File: src/rtl/cfgreg_pkg.sv
package cfgreg_pkg;

   typedef enum logic [2:0] {
      S_IDLE,
      S_HDR,
      S_ADDR,
      S_DATA,
      S_EXTRA,
      S_READ,
      S_SKIP
   } txn_state_t;

   typedef struct packed {
      logic pup1;
      logic wd1;
      logic wd0;
      logic bp;
      logic pup0;
   } persist_t;

   localparam int BIT_RWEL = 2;
   localparam int BIT_WEL  = 1;

   function automatic logic [7:0] reg_view(persist_t p, logic rwel, logic wel);
      return {p.pup1, p.wd1, p.wd0, p.bp, 1'b0, rwel, wel, p.pup0};
   endfunction

   function automatic persist_t take_fields(logic [7:0] b);
      persist_t p;
      p.pup1 = b[7];
      p.wd1  = b[6];
      p.wd0  = b[5];
      p.bp   = b[4];
      p.pup0 = b[0];
      return p;
   endfunction

endpackage

File: src/rtl/cfgreg_seq.sv
module cfgreg_seq
   import cfgreg_pkg::*;
#(
   parameter int         ADDR_W   = 9,
   parameter logic [3:0] DEV_CODE = 4'b1011,
   parameter logic [ADDR_W-1:0] REG_ADDR = '1
) (
   input  logic       clk,
   input  logic       vrst_n,
   input  logic       bus_start,
   input  logic       bus_stop,
   input  logic       rx_valid,
   input  logic [7:0] rx_byte,
   input  logic       rd_req,
   input  logic       busy,
   output logic       ack_out,
   output logic       rd_ok,
   output logic       wr_fire,
   output logic [7:0] wr_byte
);
   localparam int HI_W = ADDR_W - 8;

   txn_state_t        st_q, st_d;
   logic [HI_W-1:0]   hi_q, hi_d;
   logic [ADDR_W-1:0] ptr_q, ptr_d;
   logic [7:0]        pend_q, pend_d;

   always_comb begin
      st_d    = st_q;
      hi_d    = hi_q;
      ptr_d   = ptr_q;
      pend_d  = pend_q;
      ack_out = 1'b0;
      rd_ok   = 1'b0;
      wr_fire = 1'b0;
      if (bus_stop) begin
         st_d    = S_IDLE;
         wr_fire = (st_q == S_EXTRA);
      end else if (bus_start) begin
         st_d = S_HDR;
      end else if (rx_valid) begin
         unique case (st_q)
            S_HDR: begin
               st_d = S_SKIP;
               if (!busy && rx_byte[7:4] == DEV_CODE) begin
                  if (rx_byte[0]) begin
                     if (ptr_q == REG_ADDR) begin
                        ack_out = 1'b1;
                        st_d    = S_READ;
                     end
                  end else begin
                     ack_out = 1'b1;
                     hi_d    = rx_byte[HI_W:1];
                     st_d    = S_ADDR;
                  end
               end
            end
            S_ADDR: begin
               ptr_d = {hi_q, rx_byte};
               if ({hi_q, rx_byte} == REG_ADDR) begin
                  ack_out = 1'b1;
                  st_d    = S_DATA;
               end else begin
                  st_d = S_SKIP;
               end
            end
            S_DATA: begin
               ack_out = 1'b1;
               pend_d  = rx_byte;
               st_d    = S_EXTRA;
            end
            default: st_d = st_q;
         endcase
      end else if (rd_req && st_q == S_READ) begin
         rd_ok = 1'b1;
         st_d  = S_SKIP;
      end
   end

   always_ff @(posedge clk or negedge vrst_n) begin
      if (!vrst_n) begin
         st_q   <= S_IDLE;
         hi_q   <= '0;
         ptr_q  <= '0;
         pend_q <= '0;
      end else begin
         st_q   <= st_d;
         hi_q   <= hi_d;
         ptr_q  <= ptr_d;
         pend_q <= pend_d;
      end
   end

   assign wr_byte = pend_q;

endmodule

File: src/rtl/cfgreg_store.sv
module cfgreg_store
   import cfgreg_pkg::*;
#(
   parameter logic [4:0] PERSIST_INIT = 5'b0
) (
   input  logic       clk,
   input  logic       pwr_rst_n,
   input  logic       vrst_n,
   input  logic       wr_fire,
   input  logic [7:0] wr_byte,
   output persist_t   pers,
   output logic       wel,
   output logic       rwel,
   output logic       commit
);
   persist_t pers_q;
   logic     wel_q, rwel_q;

   assign commit = wr_fire && rwel_q && !wr_byte[BIT_RWEL];

   always_ff @(posedge clk or negedge pwr_rst_n) begin
      if (!pwr_rst_n) begin
         pers_q <= persist_t'(PERSIST_INIT);
      end else if (commit) begin
         pers_q <= take_fields(wr_byte);
      end
   end

   always_ff @(posedge clk or negedge vrst_n) begin
      if (!vrst_n) begin
         wel_q  <= 1'b0;
         rwel_q <= 1'b0;
      end else if (wr_fire) begin
         if (commit) begin
            rwel_q <= 1'b0;
         end else if (!wr_byte[BIT_RWEL]) begin
            wel_q <= wr_byte[BIT_WEL];
         end else if (wr_byte[BIT_WEL] && wel_q) begin
            rwel_q <= 1'b1;
         end
      end
   end

   assign pers = pers_q;
   assign wel  = wel_q;
   assign rwel = rwel_q;

endmodule

File: src/rtl/cfgreg_timer.sv
module cfgreg_timer #(
   parameter int COMMIT_CYCLES = 20
) (
   input  logic clk,
   input  logic pwr_rst_n,
   input  logic commit,
   output logic busy
);
   localparam int CNT_W = (COMMIT_CYCLES < 1) ? 1 : $clog2(COMMIT_CYCLES + 1);

   if (COMMIT_CYCLES == 0) begin : g_instant
      assign busy = 1'b0;
   end else begin : g_counted
      logic [CNT_W-1:0] cnt_q;
      always_ff @(posedge clk or negedge pwr_rst_n) begin
         if (!pwr_rst_n) begin
            cnt_q <= '0;
         end else if (commit) begin
            cnt_q <= CNT_W'(COMMIT_CYCLES);
         end else if (cnt_q != '0) begin
            cnt_q <= cnt_q - 1'b1;
         end
      end
      assign busy = (cnt_q != '0);
   end

endmodule

File: src/rtl/cfgreg_guard.sv
module cfgreg_guard
   import cfgreg_pkg::*;
#(
   parameter int         ADDR_W        = 9,
   parameter logic [3:0] DEV_CODE      = 4'b1011,
   parameter logic [ADDR_W-1:0] REG_ADDR = '1,
   parameter int         COMMIT_CYCLES = 20,
   parameter logic [4:0] PERSIST_INIT  = 5'b0
) (
   input  logic       clk,
   input  logic       pwr_rst_n,
   input  logic       rst_n,
   input  logic       bus_start,
   input  logic       bus_stop,
   input  logic       rx_valid,
   input  logic [7:0] rx_byte,
   output logic       ack_out,
   input  logic       rd_req,
   output logic       rd_ok,
   output logic [7:0] rd_data,
   output logic       busy
);
   if (ADDR_W < 9 || ADDR_W > 11) begin : g_bad_addr_w
      $error("cfgreg_guard: ADDR_W must lie in 9..11");
   end
   if (COMMIT_CYCLES < 0) begin : g_bad_cycles
      $error("cfgreg_guard: COMMIT_CYCLES must not be negative");
   end

   logic       vrst_n;
   logic       wr_fire, commit, wel, rwel;
   logic [7:0] wr_byte;
   persist_t   pers;

   assign vrst_n = rst_n & pwr_rst_n;

   cfgreg_seq #(
      .ADDR_W  (ADDR_W),
      .DEV_CODE(DEV_CODE),
      .REG_ADDR(REG_ADDR)
   ) u_seq (
      .clk      (clk),
      .vrst_n   (vrst_n),
      .bus_start(bus_start),
      .bus_stop (bus_stop),
      .rx_valid (rx_valid),
      .rx_byte  (rx_byte),
      .rd_req   (rd_req),
      .busy     (busy),
      .ack_out  (ack_out),
      .rd_ok    (rd_ok),
      .wr_fire  (wr_fire),
      .wr_byte  (wr_byte)
   );

   cfgreg_store #(
      .PERSIST_INIT(PERSIST_INIT)
   ) u_store (
      .clk      (clk),
      .pwr_rst_n(pwr_rst_n),
      .vrst_n   (vrst_n),
      .wr_fire  (wr_fire),
      .wr_byte  (wr_byte),
      .pers     (pers),
      .wel      (wel),
      .rwel     (rwel),
      .commit   (commit)
   );

   cfgreg_timer #(
      .COMMIT_CYCLES(COMMIT_CYCLES)
   ) u_timer (
      .clk      (clk),
      .pwr_rst_n(pwr_rst_n),
      .commit   (commit),
      .busy     (busy)
   );

   assign rd_data = reg_view(pers, rwel, wel);

endmodule

File: config.mk
export PLATFORM = sky130hd
export DESIGN_NAME = cfgreg_guard
export DESIGN_NICKNAME = d
export VERILOG_FILES = /design/src/rtl/cfgreg_pkg.sv /design/src/rtl/cfgreg_seq.sv /design/src/rtl/cfgreg_store.sv /design/src/rtl/cfgreg_timer.sv /design/src/rtl/cfgreg_guard.sv
export SDC_FILE = /design/constraint.sdc
export NUM_CORES = 1
export LEC_CHECK = 0
export ABC_AREA = 1
export BUFFER_PORTS_ARGS = -buffer_cell sky130_fd_sc_hd__clkbuf_2
export CAP_MARGIN = 25
export CORE_MARGIN = 2
export CORE_UTILIZATION = 58
export CTS_BUF_LIST = sky130_fd_sc_hd__clkbuf_8
export DETAILED_ROUTE_END_ITERATION = 8
export PLACE_DENSITY_LB_ADDON = 0.05
export SYNTH_ARGS = -nofsm -noshare
export SYNTH_HDL_FRONTEND = slang
export SYNTH_SLANG_ARGS = --single-unit
File: constraint.sdc
create_clock -name clk -period 1.7 [get_ports clk]
set_input_delay 0.085 -clock clk [delete_from_list [all_inputs] [get_ports clk]]
set_output_delay 0.085 -clock clk [all_outputs]
set_load 0.005 [all_outputs]
* Word level (Yosys, flattened, before mapping) *
Index checks and enable logic that the tools add are counted.

storage, ports and cells
  memory bits (read-only) = 0
  bits of input ports = 15
  memories = 0
  logic and storage cells = 73
  output and inout bits = 11
  RAM bits = 0
  bits in registers = 33
  bits in latches = 0

cells by class
  $lt $le $gt $ge = 0
  divide/modulo/power cells = 0
  equal/unequal tests = 9
  bitwise gates (word level) = 6
  reduce and logical (&&, ||, !) cells = 18
  multiplexer cells = 27
  shift-type cells = 0
  multiply operators = 0
  $add $sub $neg = 1

operators with widths
  operator               number
  $mux W3                7
  $eq A9 B9 Y1 const B   2
  $mux W1                15
  $mux W5                2
  $pmux W3 S3            1
  $reduce_and A4 Y1      2
  $eq A3 B2 Y1 const B   2
  $eq A3 B3 Y1 const B   2
  $ne A6 B3 Y1 const B   1
  $reduce_and A3 Y1      2
  $reduce_and A6 Y1      1
  $reduce_bool A2 Y1     3
  $logic_and A1 B1 Y1    5
  $not A1 Y1             5
  $reduce_bool A5 Y1     1
  $sub A5 B1 Y5 const B  1
  $eq A4 B4 Y1 const B   1
  $reduce_bool A4 Y1     1
  $eq A3 B1 Y1 const B   1
  $pmux W1 S3            1
  $logic_not A1 Y1       2
  $mux W2                1
  $reduce_and A2 Y1      1
  $and A1 B1 Y1          1

* Longest topological paths before layout *
Gate-level depths: netlist of run 1.

  depth in word-level cells = 8
  depth in mapped cells = 10
  gate-level depth less buffers = 10

* Modules after synthesis *
A second synthesis of run 1 with hierarchy kept.

second synthesis, totals
  cells, all modules = 208
  area total of the unflattened synthesis = 1752.9 µm²

by module, submodules not included
  module        instances  cells an instance  sequential area each (µm²)  area an instance (µm²)
  cfgreg_seq    1          135                525.5                       1146.1
  cfgreg_store  1          34                 175.2                       305.3
  cfgreg_timer  1          33                 125.1                       267.8
  cfgreg_guard  1          6                  0.0                         33.8

* Least setup slack after synthesis of run 1 *
OpenSTA, ideal clock, no wires.

  path kind = reg-to-reg
  start point = register u_timer.g_counted.cnt_q[0]
  end point = register u_seq.st_q[1]
  clock period less this slack = 1.383 ns
  stages on the path, launching flop included = 10
  path buffers = 0
  setup slack = 0.317 ns
  required time = 1.573 ns
  library setup time = 0.127 ns
  arrival = 1.256 ns
  path through = dfrtp_1 inv_1 ha_1 nand2_1 nor2_4 nand3_1 o21bai_1 nand3b_1 nand2_1 o21ai_0

between the ends
  cells in the longest elaborated chain, start to end = 8

ends and longest elaborated chain
  what                      RTL line            source
  start: declaration        cfgreg_timer.sv:14  logic [CNT_W-1:0] cnt_q;
  start signal: assignment  cfgreg_timer.sv:19  cnt_q <= CNT_W'(COMMIT_CYCLES);
  start signal: assignment  cfgreg_timer.sv:21  cnt_q <= cnt_q - 1'b1;
  $reduce_bool A5 Y1        cfgreg_timer.sv:24  assign busy = (cnt_q != '0);
  $logic_not A1 Y1          cfgreg_seq.sv:45    if (!busy && rx_byte[7:4] == DEV_CODE) begin
  $logic_and A1 B1 Y1       cfgreg_seq.sv:45
  $mux W3                   cfgreg_seq.sv:45
  $pmux W3 S3               cfgreg_seq.sv:42    unique case (st_q)
  $mux W3                   cfgreg_seq.sv:41    end else if (rx_valid) begin
  $mux W3                   cfgreg_seq.sv:39    end else if (bus_start) begin
  $mux W3                   cfgreg_seq.sv:36    if (bus_stop) begin
  end signal: assignment    cfgreg_seq.sv:87    st_q <= st_d;
  end: declaration          cfgreg_seq.sv:23    txn_state_t st_q, st_d;

No other way between the ends.
A chain may end at the register's enable or synchronous reset.

* Worst setup path in the final report of run 1 *
  start point = register u_timer.g_counted.cnt_q[1]
  end point = output port ack_out

between the ends
  cells in the longest elaborated chain, start to end = 8

ends and longest elaborated chain
  what                 RTL line            source
  $reduce_bool A5 Y1   cfgreg_timer.sv:24
  $logic_not A1 Y1     cfgreg_seq.sv:45
  $logic_and A1 B1 Y1  cfgreg_seq.sv:45
  $mux W1              cfgreg_seq.sv:45
  $pmux W1 S3          cfgreg_seq.sv:42
  $mux W1              cfgreg_seq.sv:41
  $mux W1              cfgreg_seq.sv:39
  $mux W1              cfgreg_seq.sv:36
  end: declaration     cfgreg_guard.sv:17  output logic ack_out,

No other way between the ends.

==> impl_results.md, run 1 <==
* Crit path from: u_timer.g_counted.cnt_q[1]
* DP HPWL at 2.283 mm
* CTS tree: done
* I/O Buffers at 24
* Sequential share of power at 47.2%
* Switching share of power at around 32%
* GRT Residual Overflow at 0
* Crit end category: output port
* Gate power share at 29.3%
* I/O pin count at 26
* Worst reg2reg path depth at 11
* TritonCTS buffer count at 5
* FMAX at around 600 MHz
* Fin area at 0.001933 sq mm
* Post-Synth XOR/XNOR Area at 0.5380%
* DR vias at 1389
* Worst R2R End: u_seq.st_q[0]
* Final min period at 1.715 ns
* Clk Latency, worst-skew pair at 0.28 ns
* Largest net degree at the start of global routing at 23
* Cell total after placement at 253
* Violated checks: negative setup slack
* Initial antenna violation count at 0
* Clock sink count at 32
* Slew Viols, Final at 0
* Area after DPL at roughly 0.0018 sq mm
* CTS Buffer Depth at 2
* Via density at ~5.2
* YS warnings at 0
* Synth Cell Area at 0.001628 sq mm
* RSZ-0062 raised after global routing: yes
* Root Buffer: clkbuf_8
* CP Max Fanout at 2
* Nets at 252
* First drt pass iteration count at 4
* Main combinational cell family by area after synthesis: simple AND/OR/NAND/NOR gates
* Worst Setup EP: ack_out
* Die X at 56.98 microns
* Die span in y at 56.98 microns
* Worst Hold Class: input pin to register
* Non-Filler Instances at 266
* Vias in the first global route at 1362
* Seq/Total Area, Yosys at between 40% and 50%
* Synth Net Count at roughly 220
* Syn Inst Count at 200
* Final Hold Viols at 0
* Post-synthesis mux area share at 0.9224%
* Die ar. at 0.003246 sq mm
* DRT Wirelength at 3.194 mm
* Maximum vdd drop at 0.0009598 V
* Register bit total from synthesis at 32
* Initial Util at 60.06%
* GPL Wtd Cong at 0.9065
* Mean Syn Cell Area at 8.139 sq um
* Yosys cell types at 27
* Commonest non-fill, non-tap cell in the layout: nand2_1
* Initial DRC Count at between 40 and 50
* Internal reg-to-reg setup slack at about 0.1 ns
* Internal at roughly 0.0015 W
* CP required at ~1.6 ns
* Kind of start point of the critical path: register
* Status: finished, violations left
* Synthesis-to-finish area growth at 18.75%
* Clock power frac at 23.5%
* ANT cells at 0
* Critical Path AT at 1.63 ns
* DRC at 0
* Simple-gate share of the synthesized area at 26.29%
* Register area at 800.8 sq um
* Reg2reg start: u_timer.g_counted.cnt_q[1]
* Wire length per cell at 12.01 microns
* Fillers at 226
* Net Switching at 0.0007191 W
* Adder-cell area share of the yosys netlist at 1.537%
* PwrDens at roughly 1100 mW/mm^2
* Leak at a little over 1 nW
* Rows at 19
* Share of layout cells above drive strength 1 at 28.09%
* Gr usage total at 21.81%
* Crit path kind: register to output port
* Clock Skew at between 0.007 and 0.008 ns
* Clock slew seen by the registers of the worst setup and hold paths at roughly 0.06 ns
* Post-route worst setup slack at -0.01466 ns
* Antenna-violating nets left at 0
* H-Tree Depth at 2
* Worst min-delay path startpoint: rx_byte[3]
* Max Cap Viol at 0
* Setup violators final at 1
* First-pass GRT wire length at 5.540 mm
* Period utilization at 100.9%
* Multi-input gate area at 710.7 sq um
* Area of the core at about 0.0027 sq mm
* Synth Area in Compound Gates at between 10% and 20%
* Setup TNS at -0.01466 ns
* Commonest cells after routing, fill and taps aside: nand2_1, dfrtp_1, inv_1, clkbuf_2
cells by family (layout without fill, tap and decap cells):
group | count (synthesis) | after routing
mux | 1 | 1
simple gates | 98 | 98
xor+xnor | 1 | 1
fa+ha+maj | 2 | 2
other cells | 1 | 1
flops | 32 | 32
buf+inv | 35 | 70
compound gates | 30 | 30
power groups by stage:
stage | Combinational, W | Sequential [W] | Clock (W)
after floorplan | 0.000425 | 0.00104 | 0
after global placement | 0.000510 | 0.00105 | 0
after detailed placement | 0.000537 | 0.00106 | 0
after CTS | 0.000553 | 0.00105 | 0.000536
after global routing | 0.000750 | 0.00107 | 0.000564
final | 0.000651 | 0.00105 | 0.000523
sequential cells by signal (all words and copies together) (netlist names):
register / count
u_seq.ptr_q: 9
u_seq.wr_byte: 7
u_store.pers: 5
u_timer.g_counted.cnt_q: 5
u_seq.st_q: 3
u_seq.hi_q: 1
u_store.rwel: 1
u_store.wel: 1
metal layers:
| layer | vias up | global-route usage [%] | part of all wire [%] | wire length (microns) |
|---|---|---|---|---|
| met3 | 6 | 5.442 | 4.8 | 153 |
| met1 | 654 | 28.59 | 44 | 1410 |
| li1 | 691 | - | - | - |
| met5 | - | 0 | 0 | 0 |
| met2 | 38 | 35.80 | 50 | 1582 |
| met4 | 0 | 7.309 | 1.5 | 47 |
final cells by class:
type | count | share of cell area (%)
Sequential cell | 32 | 41.42
Multi-Input combinational cell | 133 | 36.76
Timing Repair Buffer | 33 | 9.968
Inverter | 30 | 5.825
Clock buffer | 5 | 3.560
Tap cell | 31 | 2.006
Clock inverter | 2 | 0.4531
Yosys cell counts, drive strengths merged:
library cell / n / area, sq um
conb: 1 / 3.750
inv: 30 / 112.6
xor2: 1 / 8.760
or2: 1 / 6.260
o21ai: 24 / 146.4
nor3: 4 / 20.02
dfrtp: 32 / 800.8
nand2: 61 / 236.5
ha: 2 / 25.02
nor4: 2 / 12.51
o211ai: 1 / 7.510
buf: 5 / 45.04
a21oi: 3 / 15.01
nand3b: 2 / 15.01
o21bai: 1 / 7.510
mux2: 1 / 15.01
nand3: 10 / 50.05
nand4: 1 / 6.260
nor2: 17 / 81.32
a22oi: 1 / 12.51
critical path, cell delays in order (launching register included):
cell	delay [ns]
dfrtp_1	0.39
inv_2	0.09
ha_4	0.14
nand2_4	0.05
nor2_4	0.12
nand2_2	0.08
nor2_4	0.12
a21oi_2	0.07
nor3_2	0.17
buf_2	0.13
how the worst min path moves through the flow:
stage                      endpoint  slack [ns]  cells after the start
finish               u_seq.ptr_q[3]        0.06                      2
global route         u_seq.ptr_q[3]        0.08                      2
CTS                  u_seq.ptr_q[3]        0.06                      2
detailed placement  u_store.pers[1]       -0.04                      1
global placement    u_store.pers[1]       -0.04                      1
floorplan           u_store.pers[0]       -0.21                      0
stage by stage:
step / util, % / setup WS, ns / hold slack (ns) / power, W
floorplan: - / 0.3173 / -0.2106 / 0.001461
global placement: 65.10 / 0.2037 / -0.03907 / 0.001560
detailed placement: 65.10 / 0.1346 / -0.03715 / 0.001595
CTS: 69.16 / 0.004601 / 0.06005 / 0.002137
global route: 71.33 / -0.1594 / 0.07640 / 0.002386
finish: 71.33 / -0.01466 / 0.06272 / 0.002223
what timing repair did:
item                       4_1_cts  5_1_grt
pin swaps                        1        8
hold endpoints to repair        32        0
setup endpoints to repair        1        3
resized for setup                3       10
setup buffers                    1        4
hold buffers                     2        0
(Power assumes the default switching activity.)
==> inputs of run 2 (changes only) <==
Settings changed: CELL_PAD_IN_SITES_DETAIL_PLACEMENT set to 1, CELL_PAD_IN_SITES_GLOBAL_PLACEMENT set to 2, CORE_UTILIZATION 58 to 34.
Clock period 1.7 ns to 1.8 ns, I/O delays scaled along.
==> impl_results.md, run 2 (synthesis gave the netlist of run 1 again) <==
* Met3 usage at 3.867%
* Met1 Resource Use GR at 20.29%
* Crit path kind: register to output port
* Critical Path AT at 1.66 ns
* Clock slew seen by the registers of the worst setup and hold paths at 0.07 ns
* Grt met2 use at 26.03%
* Vias in the first global route at between 1000 and 1500
* Largest net degree at the start of global routing at 23
* I/O Buffers at 24
* Initial antenna violation count at 0
* Clock sink count at 32
* Die span in y at approximately 73 microns
* Leak at 1.005 nW
* Final min period at about 1.7 ns
* I/O pin count at 26
* Commonest non-fill, non-tap cell in the layout: nand2_1
* First-pass GRT wire length at 6.444 mm
* DRT Wirelength at 3.751 mm
* Slew Viols, Final at 0
* Crit end category: output port
* DR vias at between 1000 and 1500
* Share of layout cells above drive strength 1 at 25.32%
* Rows at 25
* Commonest cells after routing, fill and taps aside: nand2_1, dfrtp_1, inv_1, clkbuf_2, nor2_1
* DRC at 0
* Antenna-violating nets left at 0
* Clock power frac at 25.1%
* CP required at 1.71 ns
* Die X at about 73 microns
* Die ar. at 0.005358 sq mm
* Net Switching at 0.0006830 W
* DP HPWL at 2.964 mm
* Internal at 0.001371 W
* Nets at 250
* Most used routing layer in global routing: met2
* Hold Slack at 0.05856 ns
* Kind of start point of the critical path: register
* Initial DRC Count at 38
* H-Tree Depth at 2
* First drt pass iteration count at 4
* Max Cap Viol at 0
* Sequential share of power at 48.2%
* FMAX at 572.0 MHz
* Initial Util at 34.93%
* Root Buffer: clkbuf_8
* ANT cells at 0
* Gr usage total at ~16%
* Worst Hold Class: input pin to register
* Setup violators final at 0
* Switching share of power at 33.26%
* Wire length per cell at 13.07 microns
* Clock Skew at roughly 0.0066 ns
* TritonCTS buffer count at 5
* PwrDens at between 1000 and 1500 mW/mm^2
* Gate power share at 26.7%
* GPL Wtd Cong at 0.7790
* Clk Latency, worst-skew pair at ~0.28 ns
* CP Max Fanout at 3
* Status: completed
* RSZ-0062 raised after global routing: yes
* CTS Buffer Depth at 2
* Setup TNS at 0 ns
* Final Hold Viols at 0
* CTS tree: done
* Period utilization at 97.12%
* Area of the core at around 0.0047 sq mm
* Via density at 4.739
* GRT Residual Overflow at 0
* Maximum vdd drop at 0.0003857 V
* Synthesis-to-finish area growth at 17.52%
* Largest register FFs at 9
* Largest Register: u_seq.ptr_q
## run 2: critical path, cell delays in order, from the launching register on
cell and delay (ns):
dfrtp_1 0.38, inv_1 0.09, ha_1 0.17, nand2_2 0.07
nor2_4 0.12, nand2_2 0.07, nor2_2 0.13, a21oi_1 0.08
nor3_1 0.13, buf_2 0.14
## run 2: path summary, 6_finish.rpt
check	slack [ns]	depth (start not counted)	from	end
setup / recovery	0.05	9	u_timer.g_counted.cnt_q[1]	ack_out
hold / removal	0.06	2	rx_byte[3]	u_seq.ptr_q[3]
setup reg to reg	0.34	10	u_timer.g_counted.cnt_q[1]	u_seq.hi_q
hold reg to reg	0.48	2	u_store.pers[0]	u_store.pers[0]
max in group asynchronous	0.92	5	pwr_rst_n	u_seq.st_q[0]
min in group asynchronous	0.21	2	pwr_rst_n	u_store.pers[3]
## run 2: cell type report
type / count / area, sq um
clock buffers: 5 / 68.82
clock inverters: 2 / 8.758
flip-flops and latches: 32 / 800.8
fillers: 598 / 2748
multi-input cells: 133 / 676.9
inverters: 30 / 112.6
well taps: 54 / 67.56
repair buffers: 31 / 177.7
## run 2: repair_timing
action | CTS | global route
endpoints found under the hold margin | 32 | 0
hold buffers | 2 | 0
endpoints found under the setup margin | 1 | 1
gates resized for setup | 1 | 4
setup buffers | 1 | 1
pin swaps | 1 | 1
## run 2: power groups by stage
stage | logic [W] | clock network (W) | registers (W)
after floorplan | 0.000402 | 0 | 0.000978
after global placement | 0.000496 | 0 | 0.000993
after detailed placement | 0.000539 | 0 | 0.00100
after CTS | 0.000553 | 0.000540 | 0.000992
after global routing | 0.000642 | 0.000577 | 0.00101
final | 0.000548 | 0.000515 | 0.000991
## run 2: metrics by stage
step,setup slack [ns],area [sq um],instances,total power [W],util (%)
floorplan,0.4173,1628,200,0.001380,-
detailed placement,0.1996,1793,276,0.001544,38.47
finish,0.05188,1913,287,0.002054,41.05
global route,-0.04250,1913,287,0.002232,41.05
global placement,0.2693,1793,276,0.001489,38.47
CTS,0.001442,1901,286,0.002085,40.78
## run 2: layer usage
layer	vias up	wire, microns
met5	-	0
met4	0	81
met3	7	137
met2	28	1831
met1	638	1700
li1	687	-
==> inputs of run 3 (changes only) <==
Settings changed: MAX_ROUTING_LAYER set to met4.
==> impl_results.md, run 3 (synthesis gave the netlist of run 1 again) <==
* DP HPWL at 2.964 mm
* Critical Path AT at 1.65 ns
* Largest net degree at the start of global routing at 23
* I/O Buffers at 24
* Pre-CTS setup slack at between 0.15 and 0.2 ns
* CP required at around 1.7 ns
* Commonest cells after routing, fill and taps aside: nand2_1, dfrtp_1, inv_1, clkbuf_2, nor2_1
* Total power at 0.002051 W
* CP Max Fanout at 4
* Die ar. at ~0.0054 sq mm
* Vias in the first global route at 1367
* DR vias at ~1400
* Clock sink count at 32
* Largest Register: u_seq.ptr_q
* Via density at 4.742
* Fillers at 598
* Fin area at 0.001913 sq mm
* Area of the core at 0.004661 sq mm
* Period utilization at 96.61%
* Initial Util at 34.93%
* Met2 WL at approximately 1.8 mm
* Routed met3 length at 143 microns
* I/O pin count at 26
* Slowest CP cell: dfrtp_1
* Maximum vdd drop at 0.0003811 V
* Largest register FFs at 9
* First-pass GRT wire length at approximately 6.5 mm
* H-Tree Depth at 2
* FMAX at 575.0 MHz
* Antenna-violating nets left at 0
* Share of layout cells above drive strength 1 at 25.32%
* Crit path kind: register to output port
* DRT Wirelength at 3.752 mm
* DR top layer: met4
* RSZ-0062 raised after global routing: yes
* CTS Buffer Depth at 2
* Worst Hold Class: input pin to register
* ANT cells at 0
* CTS tree: done
* Met1 wire length at 1.707 mm
* Clock Skew at 0.005229 ns
* Non-Filler Instances at 287
* Cell total after placement at 276
* Die span in y at 73.20 microns
* Initial DRC Count at 42
* Post-route worst setup slack at ~0.061 ns
* Clock slew seen by the registers of the worst setup and hold paths at ~0.07 ns
* Crit end category: output port
* Die X at 73.20 microns
* First drt pass iteration count at 4
* Setup violators final at 0
* Commonest non-fill, non-tap cell in the layout: nand2_1
* Wire length per cell at 13.07 microns
* GRT Residual Overflow at 0
* Crit-path most repeated cell: nand2_2
* Final Hold Viols at 0
* Area after DPL at roughly 0.0018 sq mm
* GPL Wtd Cong at 0.7897
* TritonCTS buffer count at 5
* CP max stage delay at 0.39 ns
* Nets at 250
* Slew Viols, Final at 0
* Synthesis-to-finish area growth at 17.52%
* Max Cap Viol at 0
* Core Util, Final at 41.05%
* Clk Latency, worst-skew pair at 0.28 ns
* Critical-path cell list: inv_2 -> ha_1 -> nand2_2 -> nor2_4 -> nand2_2 -> nor2_2 -> a21oi_1 -> nor3_1 -> buf_2
* Status: completed
* Initial antenna violation count at 0
* Final min period at 1.739 ns
* Rows at 25
* PwrDens at 1072 mW/mm^2
* DRC at 0
* Gr usage total at 16.57%
* Leak at 1.005 nW
* Kind of start point of the critical path: register
* Root Buffer: clkbuf_8
==> run 3: per-stage QoR <==
stage                     hold WS (ns)   TNS, ns
after floorplan                -0.2056         0
after global placement        -0.02944         0
after detailed placement      -0.02700         0
after CTS                      0.04997         0
after global routing           0.05417  -0.04250
final                          0.06122         0
==> run 3: timing repair <==
| action | CTS | global route |
|---|---|---|
| buffers inserted | 1 | 1 |
| gates resized for setup | 1 | 4 |
| hold buffers | 2 | 0 |
| hold endpoints to repair | 32 | 0 |
| pin swaps | 1 | 1 |
| setup endpoints to repair | 1 | 1 |
==> run 3: area by class of cell <==
| cell class | count | area (sq um) | share of cell area, % |
|---|---|---|---|
| inverters | 30 | 112.6 | 5.886 |
| clock inverters | 2 | 8.758 | 0.4578 |
| well taps | 54 | 67.56 | 3.532 |
| flip-flops and latches | 32 | 800.8 | 41.86 |
| repair buffers | 31 | 177.7 | 9.287 |
| clock buffers | 5 | 68.82 | 3.597 |
| multi-input cells | 133 | 676.9 | 35.38 |
==> run 3: per-layer routing <==
layer	global-route usage [%]	vias up
li1	-	686
met1	20.47	638
met2	26.03	28
met3	3.867	9
met4	6.790	0
met5	-	-
==> run 3: critical path: cells and delay by family (launching register included) <==
kind / cells / cell delay (ns)
simple gates: 5 / 0.52
flops: 1 / 0.39
buf+inv: 2 / 0.22
compound gates: 1 / 0.08
fa+ha+maj: 1 / 0.16
==> run 3: path summary, 6_finish.rpt <==
kind	from	slack, ns	endpoint	cells after the start
max	u_timer.g_counted.cnt_q[0]	0.06	ack_out	9
min	rx_byte[3]	0.06	u_seq.ptr_q[3]	2
max reg2reg	u_timer.g_counted.cnt_q[0]	0.34	u_seq.hi_q	10
min reg2reg	u_store.pers[0]	0.48	u_store.pers[0]	2
max in group asynchronous	pwr_rst_n	0.93	u_seq.st_q[0]	5
min in group asynchronous	pwr_rst_n	0.21	u_store.pers[3]	2
==> run 3: power breakdown <==
part | internal (W) | switching (W)
sequential | 0.000891 | 0.0000989
combinational | 0.000223 | 0.000325
clock | 0.000257 | 0.000256
